==> src/rtl/gpio_irq_ctrl.sv <==
module gpio_irq_ctrl #(
  parameter int NUM_PINS  = 64,
  parameter int ADDR_W    = 12,
  parameter int STAT_BASE = 'h800
) (
  input  logic                clk,
  input  logic                rst_n,
  input  logic [NUM_PINS-1:0] pin_in,
  input  logic [NUM_PINS-1:0] trig_rise,
  input  logic [NUM_PINS-1:0] trig_fall,
  input  logic [NUM_PINS-1:0] trig_lvl,
  input  logic                req_valid,
  input  logic                req_write,
  input  logic [ADDR_W-1:0]   req_addr,
  input  logic [31:0]         req_wdata,
  output logic [31:0]         rd_data,
  output logic                irq
);
  localparam int WORDS = (NUM_PINS + 31) / 32;
  localparam int PADW  = WORDS * 32;
  localparam logic [ADDR_W-1:0] BASE_A = ADDR_W'(STAT_BASE);

  logic [NUM_PINS-1:0] prev_in;
  logic                armed;
  logic [NUM_PINS-1:0] rose, fell, ev;
  logic [PADW-1:0]     status, ev_pad, clr;
  logic [ADDR_W-1:0]   offs, widx;
  logic                in_range;

  assign rose = armed ? (pin_in & ~prev_in) : '0;
  assign fell = armed ? (~pin_in & prev_in) : '0;
  assign ev   = (~trig_lvl & ((trig_rise & rose) | (trig_fall & fell)))
              | ( trig_lvl & ((trig_rise & pin_in) | (trig_fall & ~pin_in)));

  assign offs     = req_addr - BASE_A;
  assign widx     = offs >> 2;
  assign in_range = (req_addr >= BASE_A) && (offs[1:0] == 2'b00) &&
                    (widx < ADDR_W'(WORDS));

  always_comb begin
    ev_pad = '0;
    ev_pad[NUM_PINS-1:0] = ev;
    clr = '0;
    for (int w = 0; w < WORDS; w++)
      if (req_valid && req_write && in_range && widx == ADDR_W'(w))
        clr[w*32 +: 32] = req_wdata;
  end

  always_ff @(posedge clk or negedge rst_n) begin
    if (!rst_n) begin
      prev_in <= '0;
      armed   <= 1'b0;
      status  <= '0;
      rd_data <= '0;
    end else begin
      prev_in <= pin_in;
      armed   <= 1'b1;
      status  <= (status & ~clr) | ev_pad;
      rd_data <= '0;
      for (int w = 0; w < WORDS; w++)
        if (req_valid && !req_write && in_range && widx == ADDR_W'(w))
          rd_data <= status[w*32 +: 32];
    end
  end

  assign irq = |status;

  // A status bit may only become set if an event was seen at that edge.
  assert_no_spurious_R11: assert property (@(posedge clk) disable iff (!rst_n)
    (status[NUM_PINS-1:0] & ~$past(status[NUM_PINS-1:0]) & ~$past(ev)) == '0);

  assert_disabled_pin_R6: assert property (@(posedge clk) disable iff (!rst_n)
    (status[NUM_PINS-1:0] & ~$past(status[NUM_PINS-1:0]) &
     $past(~(trig_rise | trig_fall | trig_lvl))) == '0);

  assert_event_wins_R9: assert property (@(posedge clk) disable iff (!rst_n)
    (ev != '0) |=> ((status[NUM_PINS-1:0] & $past(ev)) == $past(ev)));

  assert_w1c_R8: assert property (@(posedge clk) disable iff (!rst_n)
    (clr != '0) |=> ((status & $past(clr) & ~$past(ev_pad)) == '0));

  assert_irq_drop_R10: assert property (@(posedge clk) disable iff (!rst_n)
    $fell(irq) |-> $past(req_valid && req_write));
endmodule

==> config.mk <==
export PLATFORM = sky130hd
export DESIGN_NAME = gpio_irq_ctrl
export DESIGN_NICKNAME = d
export VERILOG_FILES = /design/src/rtl/gpio_irq_ctrl.sv
export SDC_FILE = /design/constraint.sdc
export NUM_CORES = 1
export LEC_CHECK = 0
export BUFFER_PORTS_ARGS = -buffer_cell sky130_fd_sc_hd__buf_2
export CORE_ASPECT_RATIO = 0.9
export CORE_MARGIN = 8
export CORE_UTILIZATION = 46
export CTS_BUF_LIST = sky130_fd_sc_hd__clkbuf_8
export CTS_CLUSTER_DIAMETER = 150
export DETAILED_ROUTE_END_ITERATION = 6
export PLACE_DENSITY = 0.76
export SETUP_SLACK_MARGIN = 0.02
export SLEW_MARGIN = 20
export SYNTH_ARGS = -nofsm -noshare
export SYNTH_HDL_FRONTEND = slang
export SYNTH_SLANG_ARGS = --single-unit
==> constraint.sdc <==
create_clock -name clk -period 1.9 [get_ports clk]
set_input_delay 0 -clock clk [delete_from_list [all_inputs] [get_ports clk]]
set_output_delay 0 -clock clk [all_outputs]
set_load 0.02 [all_outputs]
==> reports/summary.txt, run 1 <==
status - stopped before the end
failing step - 4_1_cts
Err - [ERROR RSZ-0060] Max buffer count reached.
total CTS buffers - 17
library cells used by synthesis - 23
CTS root buf - clkbuf_8
TritonCTS Sinks - 161
CTS resizes - 4
Most used DFF post-synth - dfrtp_1
Worst Setup Slack post-DPL - -0.0789 ns
GP Congestion - 0.848
Die X-Extent - 161 um
Die Y - 146 um
Post-Syn Area - 0.00865 mm^2
Ys Warns - 0
row cnt - 47
Post-Syn Nets - 1,114
syn avg cell area - 10.7 um^2
EDFF count, synth - 0
top post-synthesis cells by area - dfrtp_1 47%, and3b_1 13%, mux2_2 8.3%
Cells after Synth - 810
Synth async-reset ratio - 1.00
count leader, synth - dfrtp_1
area leader, netlist - dfrtp_1
H-tree levels - 4
Seq/Total Area, Yosys - 0.466
input/output buffers - 336
most frequent cells after synthesis - 161 x dfrtp_1, 128 x and3b_1
register bit total from synthesis - 161
top cell type's share of synthesized area - 0.466
effective utilization at floorplan - 0.470
clock tree buffer depth - 2
CTS Hold Bufs - 283
DP HPWL - 22.8 mm
io pins - 337
Post-CTS Setup Bufs - 3
[through the flow]
step	setup TNS, ns	std cells	area (um^2)	hold WS, ns
after floorplan	0	810	8650	-0.296
after global placement	-1.28	1372	10700	0.00312
after detailed placement	-1.90	1372	10700	0.00147
[logic make-up after synthesis]
family | count (synthesis) | synth area share
mux | 96 | 0.120
flops | 161 | 0.466
simple gates | 316 | 0.252
buf+inv | 44 | 0.0224
other cells | 1 | 0.000434
compound gates | 192 | 0.139
==> inputs of run 2 (changes only) <==
==> config.mk (replaced) <==
export PLATFORM = sky130hd
export DESIGN_NAME = gpio_irq_ctrl
export DESIGN_NICKNAME = d
export VERILOG_FILES = /design/src/rtl/gpio_irq_ctrl.sv
export SDC_FILE = /design/constraint.sdc
export NUM_CORES = 1
export LEC_CHECK = 0
export BUFFER_PORTS_ARGS = -buffer_cell sky130_fd_sc_hd__buf_2
export CORE_MARGIN = 8
export CORE_UTILIZATION = 31
export DETAILED_ROUTE_END_ITERATION = 6
export PLACE_DENSITY_LB_ADDON = 0.15
export SLEW_MARGIN = 20
export SYNTH_ARGS = -nofsm -noshare
export SYNTH_HDL_FRONTEND = slang
export SYNTH_SLANG_ARGS = --single-unit
==> reports/summary.txt, run 2 <==
worst vdd ir - 0.000522 V
CP endpoint kind - output port
final net count - 1,757
Finish-stage setup viols - 1
CP Cell Sequence - nor4_1 > nand4_1 > or4_1 > buf_6
Ys Warns - 0 (unchanged)
share of layout cells above drive strength 1 - 0.329
Clock transition at path regs - 0.07 ns
Slew headroom - 0.551
Synth async-reset ratio - 1.00 (unchanged)
CP required - 1.90 ns
Final ANT Viol Nets - 0
Die X-Extent - 183 um (+14%)
area leader, netlist - dfrtp_1
post-route total power - 8.49 mW
wirelength, routed - 34.2 mm
fmax - 458 MHz
io pins - 337 (unchanged)
Setup TNS Final - -0.283 ns
Reg2Reg Depth - 4
register share of total power - 0.415
status - finished with violations
slowest CP cell - or4_1
Final Hold Viols - 0
Crit path max-delay family - simple AND/OR/NAND/NOR gates
Post-Syn Nets - 1,114 (unchanged)
Most used DFF post-synth - dfrtp_1
Hold Path End - status[22]
Setup WS post-layout - -0.283 ns
clock tree buffer depth - 2 (unchanged)
Worst Hold Launch - trig_fall[22]
PwrDens - 583 mW/mm^2
TritonCTS Sinks - 161 (unchanged)
total CTS buffers - 17 (unchanged)
clock skew - 0.0148 ns
area of the multi-input gates - 0.00449 mm^2
CP bufs+invs - 1
worst hold stages - 4
delay of the slowest critical-path stage - 0.56 ns
H-tree levels - 4 (unchanged)
final non-filler cell area - 0.0146 mm^2
CTS tree - yes
DP HPWL - 23.6 mm (+3.3%)
Crit Path Category - reg2out
row cnt - 61 (+30%)
Die Y - 183 um (+25%)
Slew Limit Fails - 0
Seq/Total Area, Yosys - 0.466 (unchanged)
Cells after Synth - 810 (unchanged)
most frequent cells in the layout - 334 x buf_2, 304 x dlygate4sd3_1, 159 x dfrtp_1, 128 x and3b_1
via count - 9,188
DP Area - 0.0109 mm^2 (+1.8%)
largest net degree at the start of global routing - 41
max-cap viol count - 0
remaining global-route overflow - 0
RR Startpoint - armed
1st-iter DRT viols - 401
effective utilization at floorplan - 0.313 (-0.157)
top flop regs - prev_in x64, status x64, rd_data x32
Clk pwr share - 0.406
register bit total from synthesis - 161 (unchanged)
crit-path max FO - 4
combinational power share - 0.179
first-pass GRT wire length - 54.0 mm
vias in the first global route - 9,952
failing checks - setup timing
Leakage Power - 6.69 nW
input/output buffers - 336 (unchanged)
worst hold path type - in2reg
crit share post-route - 1.15
NetSw - 2.21 mW
Post-Syn Area - 0.00865 mm^2 (unchanged)
via/cell ratio - 4.98
CTS root buf - clkbuf_16
min cycle time layout - 2.18 ns
Core Footprint - 0.0276 mm^2
top cell type's share of synthesized area - 0.466 (unchanged)
filler instances - 2,512
count leader, synth - dfrtp_1
syn avg cell area - 10.7 um^2 (unchanged)
wire per inst - 18.5 um
GRT Total Usage - 0.202
startpoint type of the worst setup path - flop
die area - 0.0335 mm^2
clock latency at the later pin of the worst-skew pair - 0.42 ns
synth-to-layout area growth - 68.5%
post-layout util - 0.527
critical path arrival - 2.18 ns
most frequent cells after synthesis - 161 x dfrtp_1, 128 x and3b_1
Sw Share - 0.260
worst-margin pin slew - 0.673 ns
Residual DRC - 0
Internal Power - 6.29 mW
number of antenna violations at the first check in global routing - 5
FF+latch area - 0.00403 mm^2
RSZ-0062 raised after global routing - yes
Worst Setup Slack post-DPL - -0.0728 ns (+0.00613 ns)
FF-to-FF setup slack - 0.26 ns
library cells used by synthesis - 23 (unchanged)
drt pass-1 iters - 4
EDFF count, synth - 0 (unchanged)
Critical R2R Capture - status[61]
GP Congestion - 0.778 (-8.3%)
top post-synthesis cells by area - dfrtp_1 47%, and3b_1 13%, mux2_2 8.3%
most common cell after layout, fill and taps aside - buf_2
-- run 2: cell counts after synthesis --
Identical to the previous run, type by type.
-- run 2: area by class of cell --
class	count	area share
multi-input combinational	605	0.308
clock inverter	14	0.0101
timing repair buffer	668	0.343
sequential	161	0.277
clock buffer	18	0.0295
tap	378	0.0325
antenna	1	0.000172
-- run 2: logic make-up after synthesis --
logic type,count (synthesis),share of synthesized area
flip-flops,161,0.466
AND/OR/NAND/NOR,316,0.252
AO/OA/AOI/OAI,192,0.139
other,1,0.000434
multiplexers,96,0.120
buffers and inverters,44,0.0224
-- run 2: worst max-delay path by stage --
| stage | start | endpoint | slack (ns) | depth (start not counted) |
|---|---|---|---|---|
| floorplan | req_addr[1] | status[13] | 0.40 | 5 |
| global placement | status[14] | irq | -0.05 | 5 |
| detailed placement | status[14] | irq | -0.07 | 5 |
| CTS | status[45] | irq | -0.32 | 5 |
| global route | status[45] | irq | -0.35 | 5 |
| finish | status[53] | irq | -0.28 | 4 |
-- run 2: metrics by stage --
stage               instances  hold slack [ns]
floorplan                 810           -0.296
global placement         1503          -0.0347
detailed placement       1503          -0.0374
CTS                      1843         0.000203
global route             1845          0.00711
finish                   1845          0.00807
-- run 2: repair_timing --
action / CTS / global route
buffers inserted: 4 / 1
hold buffers: 304 / 0
hold endpoints to repair: 289 / 0
gates cloned: 0 / 0
gates resized for setup: 8 / 2
endpoints found under the setup margin: 1 / 1
pin swaps: 3 / 0
-- run 2: power groups by stage --
stage / registers, mW / clock network [mW] / logic, mW
floorplan: 3.58 / 0 / 0.408
global placement: 3.58 / 0 / 1.00
detailed placement: 3.59 / 0 / 1.00
CTS: 3.52 / 3.55 / 1.52
global route: 3.53 / 3.68 / 1.67
finish: 3.52 / 3.44 / 1.52
-- run 2: per-layer routing --
metal / global-route usage / vias to the layer above / wire length [um]
li1: - / 4398 / -
met1: 0.254 / 4477 / 14900
met2: 0.339 / 263 / 16600
met3: 0.0532 / 42 / 2030
met4: 0.0511 / 8 / 606
met5: 0 / - / 43
-- run 2: worst reg2reg max path: stages, from the launching register on --
cell	delay, ns
dfrtp_2	0.35
buf_4	0.36
o21ai_0	0.18
dlygate4sd3_1	0.61
nand3_1	0.08
Note: power is estimated with default switching activity, not from simulation.
